## src/rtl/cfsr_pkg.sv

```systemverilog
package cfsr_pkg;
    localparam int CFSR_W = 24;
    localparam int ADDR_W = 3;

    typedef enum logic [ADDR_W-1:0] {
        SEL_STATE = 3'd0,
        SEL_FBK   = 3'd1,
        SEL_FFW   = 3'd2,
        SEL_VOTE  = 3'd3,
        SEL_INV   = 3'd4
    } reg_sel_e;

    typedef struct packed {
        logic shift;
        logic din;
        logic at_left;
        logic gate;
    } shift_ctl_t;
endpackage

```

## src/rtl/cfsr_masks.sv

```systemverilog
module cfsr_masks #(
    parameter int W = cfsr_pkg::CFSR_W,
    parameter int AW = cfsr_pkg::ADDR_W
) (
    input  logic          clk,
    input  logic          rst,
    input  logic          wr_en,
    input  logic [AW-1:0] wr_sel,
    input  logic [W-1:0]  wr_data,
    output logic [W-1:0]  fbk_m,
    output logic [W-1:0]  ffw_m,
    output logic [W-1:0]  vote_m,
    output logic [W-1:0]  inv_m
);
    import cfsr_pkg::*;

    always_ff @(posedge clk) begin
        if (rst) begin
            fbk_m  <= '0;
            ffw_m  <= '0;
            vote_m <= '0;
            inv_m  <= '0;
        end else if (wr_en) begin
            case (wr_sel)
                SEL_FBK:  fbk_m  <= wr_data;
                SEL_FFW:  ffw_m  <= wr_data;
                SEL_VOTE: vote_m <= wr_data;
                SEL_INV:  inv_m  <= wr_data;
                default:  ;
            endcase
        end
    end

    // masks move only on a write strobe
    a_r12_masks_hold: assert property (@(posedge clk) disable iff (rst)
        !wr_en |=> $stable({fbk_m, ffw_m, vote_m, inv_m}));
endmodule

```

## src/rtl/cfsr_shift_core.sv

```systemverilog
module cfsr_shift_core #(
    parameter int W = cfsr_pkg::CFSR_W
) (
    input  logic                 clk,
    input  logic                 rst,
    input  logic                 clr,
    input  logic                 wr_state,
    input  logic [W-1:0]         wr_data,
    input  cfsr_pkg::shift_ctl_t ctl,
    input  logic [W-1:0]         fbk_m,
    output logic [W-1:0]         state
);
    logic         fb_bit;
    logic         gated_in;
    logic [W-1:0] nxt;

    assign fb_bit   = ^(state & fbk_m);
    assign gated_in = ctl.din & ~ctl.gate;

    always_comb begin
        nxt = {fb_bit ^ (ctl.at_left & gated_in), state[W-1:1]};
        if (!ctl.at_left) begin
            nxt[0] = state[1] ^ gated_in;
        end
    end

    always_ff @(posedge clk) begin
        if (rst || clr) begin
            state <= '0;
        end else if (wr_state) begin
            state <= wr_data;
        end else if (ctl.shift) begin
            state <= nxt;
        end
    end

    // interior cells move one place toward the right end
    a_r2_moves_right: assert property (@(posedge clk) disable iff (rst)
        (ctl.shift && !wr_state && !clr) |=> state[W-2:1] == $past(state[W-1:2]));

    // a clear empties the register
    a_r10_clear_empties: assert property (@(posedge clk) disable iff (rst)
        clr |=> state == '0);

    // a state write beats a shift
    a_r11_write_wins: assert property (@(posedge clk) disable iff (rst)
        (wr_state && !clr) |=> state == $past(wr_data));

    // idle cycles hold the contents
    a_r13_idle_hold: assert property (@(posedge clk) disable iff (rst)
        (!ctl.shift && !wr_state && !clr) |=> $stable(state));
endmodule

```

## src/rtl/cfsr_majority.sv

```systemverilog
module cfsr_majority #(
    parameter int W = cfsr_pkg::CFSR_W
) (
    input  logic [W-1:0] state,
    input  logic [W-1:0] vote_m,
    input  logic [W-1:0] inv_m,
    output logic         maj
);
    localparam int CW = $clog2(W + 1) + 1;

    logic [W-1:0]  votes;
    logic [CW-1:0] ones;
    logic [CW-1:0] total;

    assign votes = (state ^ inv_m) & vote_m;

    always_comb begin
        ones  = '0;
        total = '0;
        for (int i = 0; i < W; i++) begin
            ones  = ones + CW'(votes[i]);
            total = total + CW'(vote_m[i]);
        end
    end

    assign maj = (ones << 1) > total;

    // nothing selected gives a zero vote
    always_comb begin
        if (vote_m == '0) begin
            a_r9_empty_vote: assert (!maj);
        end
    end
endmodule

```

## src/rtl/keystream_lfsr.sv

```systemverilog
module keystream_lfsr #(
    parameter int W = cfsr_pkg::CFSR_W,
    parameter int AW = cfsr_pkg::ADDR_W
) (
    input  logic          clk,
    input  logic          rst,
    input  logic          soft_clr,
    input  logic          local_clr,
    input  logic          wr_en,
    input  logic [AW-1:0] wr_sel,
    input  logic [W-1:0]  wr_data,
    input  logic [AW-1:0] rd_sel,
    output logic [W-1:0]  rd_data,
    input  logic          shift_en,
    input  logic          din,
    input  logic          at_left,
    input  logic          gate,
    output logic          key_out,
    output logic          maj_out
);
    import cfsr_pkg::*;

    logic [W-1:0] fbk_m, ffw_m, vote_m, inv_m, state;
    logic         clr, wr_state;
    shift_ctl_t   ctl;

    assign clr      = soft_clr | local_clr;
    assign wr_state = wr_en && (wr_sel == SEL_STATE);
    assign ctl      = '{shift: shift_en, din: din, at_left: at_left, gate: gate};

    cfsr_masks #(.W(W), .AW(AW)) masks_i (
        .clk(clk), .rst(rst), .wr_en(wr_en), .wr_sel(wr_sel), .wr_data(wr_data),
        .fbk_m(fbk_m), .ffw_m(ffw_m), .vote_m(vote_m), .inv_m(inv_m)
    );

    cfsr_shift_core #(.W(W)) core_i (
        .clk(clk), .rst(rst), .clr(clr), .wr_state(wr_state), .wr_data(wr_data),
        .ctl(ctl), .fbk_m(fbk_m), .state(state)
    );

    cfsr_majority #(.W(W)) vote_i (
        .state(state), .vote_m(vote_m), .inv_m(inv_m), .maj(maj_out)
    );

    assign key_out = ^(state & ffw_m);

    always_comb begin
        case (rd_sel)
            SEL_STATE: rd_data = state;
            SEL_FBK:   rd_data = fbk_m;
            SEL_FFW:   rd_data = ffw_m;
            SEL_VOTE:  rd_data = vote_m;
            SEL_INV:   rd_data = inv_m;
            default:   rd_data = '0;
        endcase
    end

    // the cycle after a hardware reset everything is empty
    a_r1_reset_empty: assert property (@(posedge clk)
        rst |=> (state == '0 && fbk_m == '0 && vote_m == '0 && !key_out));
endmodule

```

## config.mk

```make
export PLATFORM = sky130hd
export DESIGN_NAME = keystream_lfsr
export DESIGN_NICKNAME = d
export VERILOG_FILES = /design/src/rtl/cfsr_pkg.sv /design/src/rtl/cfsr_masks.sv /design/src/rtl/cfsr_shift_core.sv /design/src/rtl/cfsr_majority.sv /design/src/rtl/keystream_lfsr.sv
export SDC_FILE = /design/constraint.sdc
export NUM_CORES = 1
export LEC_CHECK = 0
export ABC_AREA = 1
export BUFFER_PORTS_ARGS = -buffer_cell sky130_fd_sc_hd__buf_2
export CAP_MARGIN = 0
export CELL_PAD_IN_SITES_DETAIL_PLACEMENT = 0
export CELL_PAD_IN_SITES_GLOBAL_PLACEMENT = 1
export CORE_UTILIZATION = 45
export CTS_BUF_LIST = sky130_fd_sc_hd__clkbuf_16
export CTS_CLUSTER_SIZE = 16
export DETAILED_ROUTE_END_ITERATION = 10
export PLACE_DENSITY = 0.83
export SYNTH_ARGS = -nofsm -noshare
export SYNTH_HDL_FRONTEND = slang
export SYNTH_HIERARCHICAL = 1
export SYNTH_SLANG_ARGS = --single-unit
```

## constraint.sdc

```tcl
create_clock -name clk -period 16.6 [get_ports clk]
set_input_delay 4.98 -clock clk [delete_from_list [all_inputs] [get_ports clk]]
set_output_delay 4.98 -clock clk [all_outputs]
set_load 0.02 [all_outputs]
```

# After elaboration in Yosys (flattened, before gate mapping)
# Index checks and enable logic that the tools add are counted.
# classes
addsub	46
n_lt_le_gt_ge	1
eq_ne	8
n_mux	4
n_bitwise	10
n_reduce_logical	11
# op_table
op	n
$add 6x1->6	22
$pmux 24 s5	1
$add 5x1->5	22
$and 24x24->24	3
$mux 24	2
$reduce_xor 24->1	2
$xor 24x24->24	1
$eq 3x2->1 const B	4
$reduce_and 2->1	4
$eq 3x1->1 const B	2
$eq 3x3->1 const B	2
$gt 6x6->1	1
$logic_not 3->1	2
$add 1x1->2	2
$and 1x1->1	2
$reduce_bool 2->1	1
$xor 1x1->1	2
$logic_and 1x1->1	1
$logic_or 1x1->1	1
$mux 1	1
$not 1->1	1
$or 1x1->1	1
# word_totals
register_bits	120
in_bits	39
out_inout_bits	26
word_cells	85

# Logic depth before layout (Yosys ltp)
# Gate-level depths: netlist (run 1).
# depth
depth_word	26
ltp_mapped	22
mapped_depth_nobuf	22

# Cells and area by module
# The synthesis (run 1) kept the hierarchy.
# by_module_without_submodules
module	instances	cells_per_inst	area_per_inst_um2	seq_area_each_um2
cfsr_masks	1	562	3916.3	1921.8
cfsr_shift_core	1	290	1730.4	480.5
keystream_lfsr	1	343	1639.1	0.0
cfsr_majority	1	192	1525.2	0.0

# Least setup slack after synthesis (run 1)
# Ideal clock, no wire load.
# synth_timing
kind	input-to-output
start	input rd_sel[2]
end	output rd_data[1]
arrival_ps	5835
required_ps	11620
slack_ps	5785
cell_stages	7
n_path_buf	2
cell_sequence	buf_4 inv_2 nand3_2 buf_2 o21ai_0 a221oi_2 nand2_1
# synth_via
elab_chain_len	2
elab_cells_between_ends	6
cone_classes	eq/ne (4); mux (1); reduce/logical (1)
# synth_lines
item	line_no	text
start: declaration	keystream_lfsr.sv:12	input logic [AW-1:0] rd_sel,
$eq 3x3->1 (tied with other cells)	keystream_lfsr.sv:48	case (rd_sel)
$pmux 24 s5 (*)	keystream_lfsr.sv:48	
end: declaration	keystream_lfsr.sv:13	output logic [W-1:0] rd_data,
# Mark *: on every way between the ends. The rest lies on a longest branch, timed or not.

# Final worst setup path (run 1)
# layout_timing
start	input rd_sel[2]
end	output rd_data[13]
# The elaborated chain is that of the path after synthesis.

==> results.sh, run 1 <==
export IMPL_status="finished, final reports clean"
export IMPL_via_per_inst=5.19
export IMPL_startpoint_type="primary input"
export IMPL_drc=0
export IMPL_portBuffers=64
export IMPL_synth_top_family_by_area="simple AND/OR/NAND/NOR gates"
export IMPL_path_max_fanout=26
export IMPL_synth_area_leader_cell="dfxtp_1"
export IMPL_worst_skew_pair_late_latency_ns=0.42
export IMPL_slowest_stage="nor3_4"
export IMPL_fp_coreArea_um2=19000
export IMPL_worstPathArrival_ns=6.76
export IMPL_setup_viol=0
export IMPL_ff_latch_area_um2=2400
export IMPL_ys_warn_count=6
export IMPL_min_path_type="reg -> reg"
export IMPL_muxShareOfSynthArea_pct=0
export IMPL_post_cts_buffers=0
export IMPL_synthXorXnorAreaFrac_pct=3.41
export IMPL_ys_ff_latch=120
export IMPL_clock_skew_ns=0.00655
export IMPL_slowest_delay_ns=1.02
export IMPL_synthCells=1387
export IMPL_clock_tree_htree_level_count=4
export IMPL_finalSetupTns_ns=0
export IMPL_antenna_found_initial=0
export IMPL_ant_nets=0
export IMPL_avgRoutedWirePerCell_um=16.6
export IMPL_areaGrowthSynthToFinish_pct=11.7
export IMPL_power_leakage_nw=4.73
export IMPL_slew_headroom_pct=19.2
export IMPL_grt_pass1_vias=7895
export IMPL_drv_cap=0
export IMPL_synth_ff_type="dfxtp_1"
export IMPL_async_flop_share_pct=0
export IMPL_grt_use_met3_pct=4.31
export IMPL_cp_common_cell="buf_2"
export IMPL_dieArea_um2=20100
export IMPL_synth_nets=1476
export IMPL_use_met1_pct=36.9
export IMPL_synth_simple_area_share_pct=39.3
export IMPL_cts_resized=0
export IMPL_cts_hold_fix_buffers=0
export IMPL_drt_pass1_iter_count=5
export IMPL_clk_pin_slew_ns=0.05
export IMPL_clock_fmax_mhz=85.2
export IMPL_grt_ovfl_total=0
export IMPL_clock_sinks=120
export IMPL_drt_iter0_drc=741
export IMPL_min_period_over_period_pct=70.7
export IMPL_critPathCaptureType="primary output"
export IMPL_synth_compound_area_share_pct=8.17
export IMPL_min_period_ns=11.74
export IMPL_grt_max_degree=97
export IMPL_dp_slack_ns=4.84
export IMPL_ys_types=36
export IMPL_synth_edf_count=0
export IMPL_die_width_um=142
export IMPL_post_route_util_pct=51.9
export IMPL_drive_above_1_share_pct=12.5
export IMPL_routed_wl_mm=28.0
export IMPL_fin_nets=1505
export IMPL_hpwl_mm=19.6
export IMPL_worst_pin_slew_ns=1.21
export IMPL_synth_top_cell_area_share_pct=27.3
export IMPL_rsz0062_at_grt="false"
export IMPL_grt_pass1_wl_mm=43.5
export IMPL_multiInputGateArea_um2=5380
export IMPL_use_met2_pct=48.6
export IMPL_die_h_um=142
export IMPL_fillers=2020
export IMPL_crit_chain="buf_2 -> nor3_4 -> nand2_1 -> nand4_1 -> buf_2"
export IMPL_gp_congestion=0.844
export IMPL_synthAdderAreaFrac_pct=10.0
export IMPL_worst_slack_ns=4.86
export IMPL_n_antenna_cell=0
export IMPL_vias=8762
export IMPL_hold_violations=0
export IMPL_critPathRequiredTime_ns=11.62
export IMPL_io_pins=65
export IMPL_syn_cell_area_um2=8810
export IMPL_crit_type="in -> out"
export IMPL_vdd_drop_max_mv=0.0751
export IMPL_clk_path_buf_depth=2
export IMPL_root_buffer="clkbuf_16"
export IMPL_drv_slew=0
export IMPL_synthTopCellsByArea="dfxtp_1, nand2_1, nand3_1, nor2_1, fa_1"
export IMPL_grtUsageTotal_pct=28.9
export IMPL_cts_inserted_buffers=17
export IMPL_syn_avg_cell_area_um2=6.35
export IMPL_rows=50
export IMPL_grt_busiest_layer="met2"
export IMPL_ys_seq_area_share_pct=27.3
export IMPL_power_density_nw_per_um2=82.9
export IMPL_cts_tree="yes"
export IMPL_initial_core_util_pct=46.5
## routing by layer
layer / routed length [um] / vias up
met3: 1600 / 56
met2: 13400 / 304
met4: 926 / 0
li1: - / 4366
met5: 0 / -
met1: 12000 / 4036
## path summary, 6_finish.rpt
kind                       endpoint               from  slack (ns)  cells after the start
hold / removal    masks_i/vote_m[3]  masks_i/vote_m[3]        0.50                      2
hold reg to reg   masks_i/vote_m[3]  masks_i/vote_m[3]        0.50                      2
setup / recovery        rd_data[13]          rd_sel[2]        4.86                      5
setup reg to reg   core_i/state[23]   core_i/state[18]       14.87                     10
## cell usage after synthesis, types with 2 or more instances
| cell | instances |
|---|---|
| nand3_1 | 150 |
| nand3_2 | 3 |
| buf_1 | 9 |
| xor2_1 | 12 |
| ha_1 | 16 |
| nand2_2 | 26 |
| xnor2_1 | 13 |
| o21ai_0 | 38 |
| nor2_1 | 185 |
| a221oi_2 | 7 |
| a31oi_1 | 6 |
| nand4_1 | 16 |
| nor2_4 | 5 |
| inv_2 | 15 |
| clkbuf_1 | 14 |
| a22oi_1 | 12 |
| inv_1 | 175 |
| buf_2 | 23 |
| nand2_1 | 421 |
| buf_6 | 5 |
| fa_1 | 34 |
| a221oi_1 | 4 |
| a21oi_1 | 47 |
| dfxtp_1 | 120 |
| o21ai_1 | 2 |
| xnor2_2 | 4 |
| buf_4 | 10 |
| nor2_2 | 7 |
## logic make-up (layout without fill, tap and decap cells)
| group | after synthesis | in the layout |
|---|---|---|
| AND/OR/NAND/NOR | 817 | 817 |
| buffers and inverters | 252 | 294 |
| flip-flops | 120 | 120 |
| AO/OA/AOI/OAI | 118 | 118 |
| adder cells (fa/ha/maj) | 50 | 50 |
| XOR/XNOR | 30 | 30 |
## power breakdown
part | internal [mW] | total, mW | leakage, nW | switching [mW]
Combinational | 0.0322 | 0.101 | 3.43 | 0.0689
Sequential | 0.297 | 0.305 | 0.974 | 0.00860
Clock | 0.267 | 0.410 | 0.317 | 0.143
Total | 0.596 | 0.817 | 4.73 | 0.221
## cells in the final DEF, fill, tap and decap left out, types with 7 or more instances in the layout
cell and count:
nand2_1 421, nor2_1 184, inv_1 175, nand3_1 150, dfxtp_1 120, buf_2 64, a21oi_1 47, o21ai_0 38
fa_1 34, nand2_2 26, clkbuf_16 17, inv_2 16, nand4_1 16, ha_1 16, xnor2_1 13, xor2_1 12
a22oi_1 12, nor2_4 7, a221oi_2 7, buf_4 7
## sequential cells by signal (all words and copies together) (netlist names)
name / flops
core_i/state: 24
masks_i/vote_m: 24
masks_i/ffw_m: 24
masks_i/fbk_m: 24
masks_i/inv_m: 24
## worst max-delay path, delay by kind of cell
kind,cells,cell delay (ns)
simple gates,3,1.29
buf+inv,2,0.46
## stage by stage
step | area, um2 | hold WS (ns) | cells | power [mW]
floorplan | 8810 | 0.477 | 1387 | 0.380
global placement | 9200 | 0.489 | 1657 | 0.411
detailed placement | 9200 | 0.493 | 1657 | 0.412
CTS | 9850 | 0.501 | 1689 | 0.821
global route | 9850 | 0.522 | 1689 | 0.848
finish | 9850 | 0.501 | 1689 | 0.817
## final cells by class
type / instances / area share [%]
Inverter: 191 / 7.28
Clock inverter: 15 / 2.29
Multi-Input combinational cell: 1015 / 54.6
Sequential cell: 120 / 24.4
Clock buffer: 17 / 4.32
Tap cell: 260 / 3.30
Timing Repair Buffer: 71 / 3.79
No activity file was read; power rests on OpenSTA's default activity.
==> run 2: changes to the inputs <==
- CORE_UTILIZATION: 45 -> 44
- PLACE_DENSITY: 0.83 -> 0.82
- clock period: 16.6 -> 11.1 ns (I/O delays scaled with it)
==> run 2 against run 1 <==
- cell area barely moved
- setup slack lost 2.6 ns
- via count barely moved
- sequential cell count is the same
- sequential share of layout area is essentially flat
- utilization fell by 1.5 points
- register-to-register slack got worse by 5.5 ns
- combinational power increased by 50%
- critical endpoint is now maj_out
- largest power group unchanged
==> results.sh, run 2 (synthesis gave the netlist of run 1 again) <==
export IMPL_clock_fmax_mhz=113
export IMPL_critPathCaptureType="primary output"
export IMPL_drv_cap=0
export IMPL_power_density_nw_per_um2=123
export IMPL_drc=0
export IMPL_cts_inserted_buffers=17
export IMPL_layout_common_cells="nand2_1, nor2_1, inv_1"
export IMPL_fillers=2029
export IMPL_via_per_inst=5.16
export IMPL_reg2reg_slack_ns=9.32
export IMPL_gp_congestion=0.827
export IMPL_fp_coreArea_um2=19500
export IMPL_clock_sinks=120
export IMPL_n_antenna_cell=0
export IMPL_root_buffer="clkbuf_16"
export IMPL_drt_iter0_drc=793
export IMPL_r2r_start="core_i/state[22]"
export IMPL_whs_ns=0.502
export IMPL_finalSetupTns_ns=0
export IMPL_vdd_drop_max_mv=0.121
export IMPL_io_pins=65
export IMPL_grt_pass1_wl_mm=43.7
export IMPL_die_h_um=144
export IMPL_drv_slew=0
export IMPL_clk_path_buf_depth=2
export IMPL_initial_core_util_pct=45.1
export IMPL_r2r_cells=10
export IMPL_grt_ovfl_total=0
export IMPL_fin_nets=1508
export IMPL_die_width_um=144
export IMPL_stdcell_area_um2=9840
export IMPL_areaGrowthSynthToFinish_pct=11.7
export IMPL_routed_wl_mm=28.3
export IMPL_power_leakage_nw=4.72
export IMPL_place_area_um2=9220
export IMPL_drt_pass1_iter_count=5
export IMPL_worstPathArrival_ns=5.54
export IMPL_setup_viol=0
export IMPL_slew_headroom_pct=27.6
export IMPL_avgRoutedWirePerCell_um=16.7
export IMPL_regToRegEndpoint="core_i/state[23]"
export IMPL_critPathRequiredTime_ns=7.77
export IMPL_post_cts_buffers=0
export IMPL_drive_above_1_share_pct=12.6
export IMPL_vias=8759
export IMPL_antenna_found_initial=0
export IMPL_portBuffers=64
export IMPL_clock_tree_htree_level_count=4
export IMPL_hold_path_end="masks_i/ffw_m[22]"
export IMPL_dieArea_um2=20600
export IMPL_clk_pin_slew_ns=0.06
export IMPL_cts_tree="yes"
export IMPL_hpwl_mm=19.5
export IMPL_worst_skew_pair_late_latency_ns=0.43
export IMPL_grt_pass1_vias=8051
export IMPL_cts_hold_fix_buffers=0
export IMPL_rows=51
export IMPL_min_period_over_period_pct=80.0
export IMPL_layout_commonest_cell="nand2_1"
export IMPL_crit_type="reg -> out"
export IMPL_p_total_mw=1.21
export IMPL_hold_violations=0
export IMPL_hold_depth=2
export IMPL_hold_start="masks_i/ffw_m[22]"
export IMPL_cts_resized=0
export IMPL_grt_max_degree=97
export IMPL_status="finished, final reports clean"
export IMPL_path_max_fanout=6
export IMPL_min_path_type="reg -> reg"
export IMPL_startpoint_type="register"
export IMPL_worst_pin_slew_ns=1.09
export IMPL_grtUsageTotal_pct=28.5
export IMPL_clock_skew_ns=0.00691
export IMPL_ant_nets=0
export IMPL_min_period_ns=8.87
export IMPL_rsz0062_at_grt="false"
==> run 2: critical path: stages (launching register included) <==
cell     delay (ns)
dfxtp_1        0.47
xor2_1         0.28
nand2_1        0.12
fa_1           0.48
fa_1           0.54
inv_1          0.06
fa_1           0.50
inv_1          0.05
fa_1           0.48
inv_1          0.06
fa_1           0.47
ha_1           0.24
fa_1           0.41
xor2_1         0.16
ha_1           0.29
nand2_1        0.08
inv_1          0.05
nand3_1        0.06
nand2_1        0.05
nand2_1        0.05
nand2_1        0.05
buf_2          0.16
==> run 2: layout make-up <==
class                   instances  area, um2  area share [%]
multi-input cells            1015       5370            54.6
clock inverters                15        200            2.03
clock buffers                  17        425            4.32
flip-flops and latches        120       2400            24.4
inverters                     191        717            7.28
well taps                     265        332            3.37
repair buffers                 74        395            4.02
==> run 2: metrics by stage <==
step,cells,setup slack (ns),utilization [%]
6_report,1697,2.23,50.4
5_1_grt,1697,1.96,50.4
4_1_cts,1697,2.22,50.4
3_5_place_dp,1665,2.69,47.2
3_3_place_gp,1665,2.68,47.2
2_1_floorplan,1387,3.09,-
==> run 2: worst max-delay path by stage <==
stage                          start          end  cells after the start
floorplan           core_i/state[17]      maj_out                     20
global placement           rd_sel[2]   rd_data[4]                      7
detailed placement         rd_sel[2]  rd_data[10]                      7
CTS                 core_i/state[21]      maj_out                     21
global route        core_i/state[21]      maj_out                     21
finish              core_i/state[21]      maj_out                     21
==> run 2: per-layer routing <==
layer	vias up	wire length (um)	track usage (%)
li1	4370	-	-
met1	4064	12400	36.7
met2	279	13800	48.6
met3	46	1460	4.00
met4	0	571	9.57
met5	-	0	0
==> run 2: report_power, final <==
group          switching (mW)  internal, mW
Combinational           0.104        0.0486
Clock                   0.222         0.376
Sequential             0.0127         0.443
Total                   0.338         0.868
